## config.mk

```make
export PLATFORM = sky130hd
export DESIGN_NAME = insn_target_unit
export DESIGN_NICKNAME = d
export VERILOG_FILES = /design/src/rtl/insn_ta_pkg.sv /design/src/rtl/insn_ta_decode.sv /design/src/rtl/insn_ta_addr_gen.sv /design/src/rtl/insn_ta_word_fetch.sv /design/src/rtl/insn_target_unit.sv
export SDC_FILE = /design/constraint.sdc
export NUM_CORES = 1
export LEC_CHECK = 0
export ABC_AREA = 0
export BUFFER_PORTS_ARGS = -buffer_cell sky130_fd_sc_hd__buf_2
export CORE_MARGIN = 8
export CORE_UTILIZATION = 40
export CTS_CLUSTER_SIZE = 20
export DETAILED_ROUTE_END_ITERATION = 10
export SLEW_MARGIN = 20
export SYNTH_ARGS = -nofsm -noshare
export SYNTH_HDL_FRONTEND = slang
export SYNTH_SLANG_ARGS = --single-unit
```

## constraint.sdc

```tcl
create_clock -name clk -period 2.9 [get_ports clk]
set_clock_uncertainty 0.1 [all_clocks]
set_input_delay 0.58 -clock clk [delete_from_list [all_inputs] [get_ports clk]]
set_output_delay 0.58 -clock clk [all_outputs]
set_load 0.01 [all_outputs]
```

## src/rtl/insn_ta_pkg.sv

```systemverilog
`timescale 1ns/1ps
package insn_ta_pkg;
  localparam int INSN_W = 32;

  typedef enum logic [1:0] {
    KIND_MEM  = 2'b00,
    KIND_ONE  = 2'b01,
    KIND_REG  = 2'b10,
    KIND_ONE2 = 2'b11
  } op_kind_e;

  typedef enum logic [1:0] {
    ACC_NONE     = 2'b00,
    ACC_IMM      = 2'b01,
    ACC_SIMPLE   = 2'b10,
    ACC_INDIRECT = 2'b11
  } access_e;

  typedef enum logic [1:0] {
    BASE_ZERO = 2'b00,
    BASE_B    = 2'b01,
    BASE_PC   = 2'b10
  } base_e;

  typedef struct packed {
    logic [2:0]  len;
    access_e     acc;
    base_e       base;
    logic        use_x;
    logic        illegal;
    logic [15:0] short_val;
  } decoded_t;

  typedef enum logic [1:0] {
    ST_IDLE = 2'b00,
    ST_PTR  = 2'b01,
    ST_OPND = 2'b10
  } state_e;
endpackage

```

## src/rtl/insn_ta_decode.sv

```systemverilog
`timescale 1ns/1ps
module insn_ta_decode
  import insn_ta_pkg::*;
#(
  parameter int ADDR_W = 20
) (
  input  logic [INSN_W-1:0] insn,
  input  op_kind_e          kind,
  output decoded_t          dec,
  output logic [ADDR_W-1:0] offset
);
  logic f_n, f_i, f_x, f_b, f_p, f_e;
  logic bad;

  assign f_n = insn[25];
  assign f_i = insn[24];
  assign f_x = insn[23];
  assign f_b = insn[22];
  assign f_p = insn[21];
  assign f_e = insn[20];

  assign bad = (f_b && f_p) || (f_e && (f_b || f_p)) || (f_x && f_i && !f_n);

  always_comb begin
    dec    = '0;
    offset = '0;
    unique case (kind)
      KIND_REG: begin
        dec.len       = 3'd2;
        dec.short_val = insn[31:16];
      end
      KIND_MEM: begin
        if (!f_n && !f_i) begin
          // legacy form: 15-bit address, only the index flag survives
          dec.len   = 3'd3;
          dec.acc   = ACC_SIMPLE;
          dec.use_x = f_x;
          offset    = ADDR_W'(insn[22:8]);
        end else begin
          dec.len     = f_e ? 3'd4 : 3'd3;
          dec.illegal = bad;
          if (!bad) begin
            dec.use_x = f_x;
            if (f_b)      dec.base = BASE_B;
            else if (f_p) dec.base = BASE_PC;
            if (f_e)      offset = ADDR_W'(insn[19:0]);
            else if (f_p) offset = ADDR_W'($signed(insn[19:8]));
            else          offset = ADDR_W'(insn[19:8]);
            if (f_i && !f_n)      dec.acc = ACC_IMM;
            else if (f_n && !f_i) dec.acc = ACC_INDIRECT;
            else                  dec.acc = ACC_SIMPLE;
          end
        end
      end
      default: begin
        dec.len       = 3'd1;
        dec.short_val = {8'h00, insn[31:24]};
      end
    endcase
  end
endmodule

```

## src/rtl/insn_ta_addr_gen.sv

```systemverilog
`timescale 1ns/1ps
module insn_ta_addr_gen
  import insn_ta_pkg::*;
#(
  parameter int ADDR_W = 20
) (
  input  access_e           acc,
  input  base_e             base,
  input  logic              use_x,
  input  logic [ADDR_W-1:0] offset,
  input  logic [ADDR_W-1:0] base_reg,
  input  logic [ADDR_W-1:0] index_reg,
  input  logic [ADDR_W-1:0] pc_reg,
  output logic [ADDR_W-1:0] ta
);
  logic [ADDR_W-1:0] base_sel;
  logic [ADDR_W-1:0] idx_sel;

  always_comb begin
    unique case (base)
      BASE_B:  base_sel = base_reg;
      BASE_PC: base_sel = pc_reg;
      default: base_sel = '0;
    endcase
    idx_sel = use_x ? index_reg : '0;
    if (acc == ACC_NONE) ta = '0;
    else                 ta = base_sel + offset + idx_sel;
  end
endmodule

```

## src/rtl/insn_ta_word_fetch.sv

```systemverilog
`timescale 1ns/1ps
module insn_ta_word_fetch #(
  parameter int ADDR_W = 20,
  parameter int WORD_W = 24
) (
  input  logic              clk,
  input  logic              rst_n,
  input  logic              load,
  input  logic [ADDR_W-1:0] load_addr,
  output logic              mem_req,
  output logic [ADDR_W-1:0] mem_addr,
  input  logic              mem_vld,
  input  logic [7:0]        mem_data,
  output logic              beat_last,
  output logic [WORD_W-1:0] word_next
);
  localparam int NBYTES = WORD_W / 8;
  localparam int CNT_W  = (NBYTES > 1) ? $clog2(NBYTES) : 1;
  localparam int ACC_W  = WORD_W - 8;

  logic              active_q, active_d;
  logic [ADDR_W-1:0] addr_q, addr_d;
  logic [CNT_W-1:0]  cnt_q, cnt_d;
  logic [ACC_W-1:0]  acc_q, acc_d;
  logic              beat;

  assign beat      = active_q && mem_vld;
  assign beat_last = beat && (cnt_q == CNT_W'(NBYTES - 1));
  assign word_next = {acc_q, mem_data};
  assign mem_req   = active_q;
  assign mem_addr  = addr_q;

  always_comb begin
    active_d = active_q;
    addr_d   = addr_q;
    cnt_d    = cnt_q;
    acc_d    = acc_q;
    if (beat) begin
      addr_d = addr_q + 1'b1;
      cnt_d  = cnt_q + 1'b1;
      acc_d  = word_next[ACC_W-1:0];
      if (beat_last) active_d = 1'b0;
    end
    if (load) begin
      active_d = 1'b1;
      addr_d   = load_addr;
      cnt_d    = '0;
      acc_d    = '0;
    end
  end

  always_ff @(posedge clk or negedge rst_n) begin
    if (!rst_n) begin
      active_q <= 1'b0;
      addr_q   <= '0;
      cnt_q    <= '0;
      acc_q    <= '0;
    end else begin
      active_q <= active_d;
      addr_q   <= addr_d;
      cnt_q    <= cnt_d;
      acc_q    <= acc_d;
    end
  end

  assert_hold_addr_R11: assert property (@(posedge clk) disable iff (!rst_n)
    (mem_req && !mem_vld) |=> (mem_req && $stable(mem_addr)));

  assert_next_byte_R8: assert property (@(posedge clk) disable iff (!rst_n)
    (mem_req && mem_vld && !beat_last) |=> (mem_req && mem_addr == $past(mem_addr) + 1'b1));
endmodule

```

## src/rtl/insn_target_unit.sv

```systemverilog
`timescale 1ns/1ps
module insn_target_unit
  import insn_ta_pkg::*;
#(
  parameter int ADDR_W = 20,
  parameter int WORD_W = 24
) (
  input  logic              clk,
  input  logic              rst_n,
  input  logic              start,
  input  logic [1:0]        op_kind,
  input  logic [INSN_W-1:0] insn,
  input  logic [ADDR_W-1:0] base_reg,
  input  logic [ADDR_W-1:0] index_reg,
  input  logic [ADDR_W-1:0] pc_reg,
  output logic              mem_req,
  output logic [ADDR_W-1:0] mem_addr,
  input  logic              mem_vld,
  input  logic [7:0]        mem_data,
  output logic              done,
  output logic [2:0]        fmt_len,
  output logic [ADDR_W-1:0] target_addr,
  output logic [WORD_W-1:0] operand,
  output logic              illegal
);
  decoded_t          dec;
  logic [ADDR_W-1:0] off_now, ta_now;
  logic              fetch_load;
  logic [ADDR_W-1:0] fetch_addr;
  logic              beat_last;
  logic [WORD_W-1:0] word_next;

  insn_ta_decode #(.ADDR_W(ADDR_W)) u_decode (
    .insn   (insn),
    .kind   (op_kind_e'(op_kind)),
    .dec    (dec),
    .offset (off_now)
  );

  insn_ta_addr_gen #(.ADDR_W(ADDR_W)) u_agen (
    .acc       (dec.acc),
    .base      (dec.base),
    .use_x     (dec.use_x),
    .offset    (off_now),
    .base_reg  (base_reg),
    .index_reg (index_reg),
    .pc_reg    (pc_reg),
    .ta        (ta_now)
  );

  insn_ta_word_fetch #(.ADDR_W(ADDR_W), .WORD_W(WORD_W)) u_fetch (
    .clk       (clk),
    .rst_n     (rst_n),
    .load      (fetch_load),
    .load_addr (fetch_addr),
    .mem_req   (mem_req),
    .mem_addr  (mem_addr),
    .mem_vld   (mem_vld),
    .mem_data  (mem_data),
    .beat_last (beat_last),
    .word_next (word_next)
  );

  state_e            st_q, st_d;
  logic              accept;
  logic [2:0]        hold_len_q;
  logic [ADDR_W-1:0] hold_ta_q;
  logic              out_en, done_d, ill_d;
  logic [2:0]        len_d;
  logic [ADDR_W-1:0] ta_d;
  logic [WORD_W-1:0] opnd_d;

  assign accept = start && (st_q == ST_IDLE);

  always_comb begin
    st_d       = st_q;
    fetch_load = 1'b0;
    fetch_addr = ta_now;
    out_en     = 1'b0;
    done_d     = 1'b0;
    len_d      = hold_len_q;
    ta_d       = hold_ta_q;
    opnd_d     = word_next;
    ill_d      = 1'b0;
    unique case (st_q)
      ST_IDLE: begin
        if (start) begin
          unique case (dec.acc)
            ACC_SIMPLE: begin
              fetch_load = 1'b1;
              st_d       = ST_OPND;
            end
            ACC_INDIRECT: begin
              fetch_load = 1'b1;
              st_d       = ST_PTR;
            end
            default: begin
              out_en = 1'b1;
              done_d = 1'b1;
              len_d  = dec.len;
              ta_d   = ta_now;
              ill_d  = dec.illegal;
              opnd_d = (dec.acc == ACC_IMM) ? WORD_W'(ta_now) : WORD_W'(dec.short_val);
            end
          endcase
        end
      end
      ST_PTR: begin
        if (beat_last) begin
          fetch_load = 1'b1;
          fetch_addr = word_next[ADDR_W-1:0];
          st_d       = ST_OPND;
        end
      end
      ST_OPND: begin
        if (beat_last) begin
          out_en = 1'b1;
          done_d = 1'b1;
          st_d   = ST_IDLE;
        end
      end
      default: st_d = ST_IDLE;
    endcase
  end

  always_ff @(posedge clk or negedge rst_n) begin
    if (!rst_n) begin
      st_q        <= ST_IDLE;
      hold_len_q  <= '0;
      hold_ta_q   <= '0;
      done        <= 1'b0;
      fmt_len     <= '0;
      target_addr <= '0;
      operand     <= '0;
      illegal     <= 1'b0;
    end else begin
      st_q <= st_d;
      done <= done_d;
      if (accept) begin
        hold_len_q <= dec.len;
        hold_ta_q  <= ta_now;
      end
      if (out_en) begin
        fmt_len     <= len_d;
        target_addr <= ta_d;
        operand     <= opnd_d;
        illegal     <= ill_d;
      end
    end
  end

  assert_done_quiet_R11: assert property (@(posedge clk) disable iff (!rst_n)
    done |-> !mem_req);

  assert_busy_ignore_R12: assert property (@(posedge clk) disable iff (!rst_n)
    (st_q != ST_IDLE) |=> ($stable(hold_ta_q) && $stable(hold_len_q)));

  assert_len_legal_R2: assert property (@(posedge clk) disable iff (!rst_n)
    done |-> (fmt_len != 3'd0 && fmt_len <= 3'd4));

  assert_illegal_blank_R10: assert property (@(posedge clk) disable iff (!rst_n)
    (done && illegal) |-> (operand == '0 && target_addr == '0));

  assert_ptr_chain_R9: assert property (@(posedge clk) disable iff (!rst_n)
    (st_q == ST_PTR && beat_last) |=> (mem_req && mem_addr == $past(word_next[ADDR_W-1:0])));
endmodule

```

==> results.cfg <==
[logic_synthesis]
yosysWarningCount = 0
synth-edff-count = 0
synth.distinct_cells = 86
syn-cell-area_mm2 = 0.00790
seq_area_frac_synth_pct = 35.8
synth-adder-area-share_pct = 8.89
synthArstFlopShare_pct = 100
synth_compound_area_share_pct = 24.4
synth_top_family_by_area = compound AO/OA/AOI/OAI gates
syn_nets = 1071
avgSynthCellArea_um2 = 8.57
synth_flop_cell = dfrtp_1
synth-seq-cells = 113
synth-xor-area-share_pct = 1.82
synthCells = 922
synth_simple_gate_area_share_pct = 21.3
synthMuxAreaShare_pct = 2.49

[status]
violations = setup timing
status = finished, violations left

[die]
die_x_um = 157
die_area_mm2 = 0.0245
core-area_mm2 = 0.0194
die_y_um = 157
initial_core_util_pct = 40.7
num_rows = 51
pin_count = 176

[placement]
io_buffers = 175
hpwl_mm = 23.0
dp_slack_ps = -2360
postPlaceCellArea_mm2 = 0.0103
gp_congestion = 0.928

[job]
cap_violations = 0

[timing]
timing.final.crit_share_pct = 162
drv_slew = 0
setup_violations = 80
min_period_ps = 4690
slew_headroom_pct = 58.8
tns_ps = -112570
tightest_slew_ps = 616
fmax_mhz = 213
rsz0062_at_grt = true
hold_violations = 0
setup_ws_ps = -1790

[power_and_ir_drop]
cellPowerDensity_mw_per_mm2 = 591
vdd_drop_max_v = 0.000444
p_leak_nw = 5.42

[critical_path]
crit_arrival_ps = 4880
crit_chain = buf_8, inv_4, ha_4, or3_4, or2_4, nor4b_4, ha_4, buf_8, or2_4, fa_1, inv_2, fa_2, a211oi_4, nor3_2, o311a_1, o41a_1, xnor2_2, o21ai_1
cp_slowest_cell = fa_1
startpoint_type = input port
path_delay_family = adder cells
crit_fanout = 10
crit_buf_inv = 4
crit_required_ps = 3090
max_stage_delay_ps = 490
end_kind = flop
critical_path_class = input port to flop

[clocking]
cts_sinks = 113
cts_root_buffer = clkbuf_16
path_clk_slew_ps = 60
cts_buffer_depth = 2
cts_tree = built
h-tree-depth = 4
clkLatencyLatePin_ps = 420
cts_made_buffers = 17

[layout]
layout_common_cells = 173 x buf_2, 143 x buf_4, 133 x nand2_1, 113 x dfrtp_1, 62 x nor2_1
drive_gt1_share_pct = 47.3
n_antenna_cell = 0
fin_util_pct = 61.6
fin_area_mm2 = 0.0119
final_common_cell = buf_2
fill_cells = 1701
nets = 1387
syn_to_final_growth_pct = 51.2

[grt]
grt-ovfl-total = 0
track_usage_pct = 24.4
grt_max_degree = 63
grt_pass1_wl_mm = 46.6
antenna_found_initial = 0
first_global_vias = 8744

[detailed_routing]
wl_per_cell_um = 19.7
viasPerCell = 5.58
first_iter_violations = 647
drc = 0
routed_wl_mm = 29.9
dr.pass1.iters = 7
antenna_left = 0
vias = 8461

[min_path]
hp-class = input port to flop
worst reg2reg max path, cell delays in order, from the launching register on:
cell and delay, ps:
dfrtp_1 470, or3b_4 550, buf_4 310, nor2_2 210, buf_4 280, a2bb2oi_1 340
o2bb2ai_1 180, a21oi_2 40
what timing repair did:
item                                   CTS  global route
buffers inserted                        14            16
cloned                                   1             1
setup endpoints to repair               80            80
hold buffers                             1             0
endpoints found under the hold margin    9             0
pin swaps                               77            60
gates resized for setup                118            72
cell type report:
| type | instances | area [µm²] | area share (%) |
|---|---|---|---|
| Clock buffer | 17 | 425 | 3.56 |
| Clock inverter | 15 | 196 | 1.64 |
| Inverter | 53 | 204 | 1.71 |
| Multi-Input combinational cell | 708 | 5640 | 47.2 |
| Sequential cell | 113 | 2830 | 23.7 |
| Tap cell | 265 | 332 | 2.78 |
| Timing Repair Buffer | 345 | 2320 | 19.4 |
stage by stage:
step	hold WS, ps	std cells	power [mW]
3_5_place_dp	340	1458	4.68
3_3_place_gp	343	1458	4.65
5_1_grt	344	1516	7.43
2_1_floorplan	184	922	3.61
4_1_cts	334	1503	6.98
6_report	342	1516	7.06
cell usage after synthesis, types with 5 or more instances:
cell type / count / area share [%]
inv_1: 51 / 2.4
ha_1: 23 / 3.6
o22ai_1: 12 / 0.95
nor3_1: 12 / 0.76
o21a_1: 6 / 0.57
fa_1: 20 / 5.1
nor2_1: 62 / 2.9
clkbuf_1: 29 / 1.4
o21ai_1: 18 / 1.1
a22oi_1: 44 / 4.2
o31ai_1: 13 / 1.2
a211oi_1: 5 / 0.48
or3_1: 10 / 0.79
xnor2_1: 8 / 0.89
nand2_1: 146 / 6.9
and2_1: 12 / 0.95
nand2b_1: 6 / 0.48
or2_2: 23 / 1.8
mux2_2: 13 / 1.9
dfrtp_1: 113 / 36
a21o_1: 13 / 1.2
buf_2: 10 / 0.63
nand3_1: 21 / 1.3
a21oi_1: 67 / 4.2
a221o_1: 5 / 0.63
o21ai_0: 41 / 2.6
mux2i_1: 5 / 0.63
nand4_1: 13 / 1.0
a31oi_1: 6 / 0.48
o2bb2ai_1: 5 / 0.55
and3_1: 12 / 0.95
layer usage:
metal,wire (µm),track usage [%]
met4,834,8.97
met3,2030,5.10
met5,0,0
met2,14100,40.1
met1,12900,31.0
power breakdown:
| group | internal, mW | switching [mW] |
|---|---|---|
| clock | 1.38 | 0.842 |
| combinational | 1.02 | 1.35 |
| sequential | 2.02 | 0.451 |
flip-flops by register name, indices dropped and copies added, names as in the netlist:
| name | count |
|---|---|
| fmt_len | 3 |
| target_addr | 20 |
| operand | 24 |
| hold_ta_q | 20 |
| u_fetch.cnt_q | 2 |
| u_fetch.acc_q | 16 |
| illegal | 1 |
| done | 1 |
| u_fetch.mem_addr | 20 |
| u_fetch.mem_req | 1 |
| hold_len_q | 3 |
| st_q | 2 |
cells by family (layout without fill, tap and decap cells):
logic type,after synthesis,in the layout
buffers and inverters,101,430
DFF,113,113
muxes,18,18
xor gates and xnor gates,14,14
and+or+nand+nor,347,347
AOI/OAI and AO/OA,285,285
adders and majority gates,44,44
final timing paths:
kind | start | to | slack [ps] | depth (start not counted)
hold reg to reg | hold_ta_q[16] | hold_ta_q[16] | 380 | 2
max in group asynchronous | rst_n | operand[15] | 1670 | 3
setup / recovery | insn[24] | u_fetch.mem_addr[13] | -1790 | 18
setup reg to reg | st_q[0] | operand[13] | 310 | 7
hold / removal | mem_data[3] | u_fetch.acc_q[3] | 340 | 3
min in group asynchronous | rst_n | u_fetch.mem_addr[4] | 450 | 2
(Power assumes the default switching activity.)
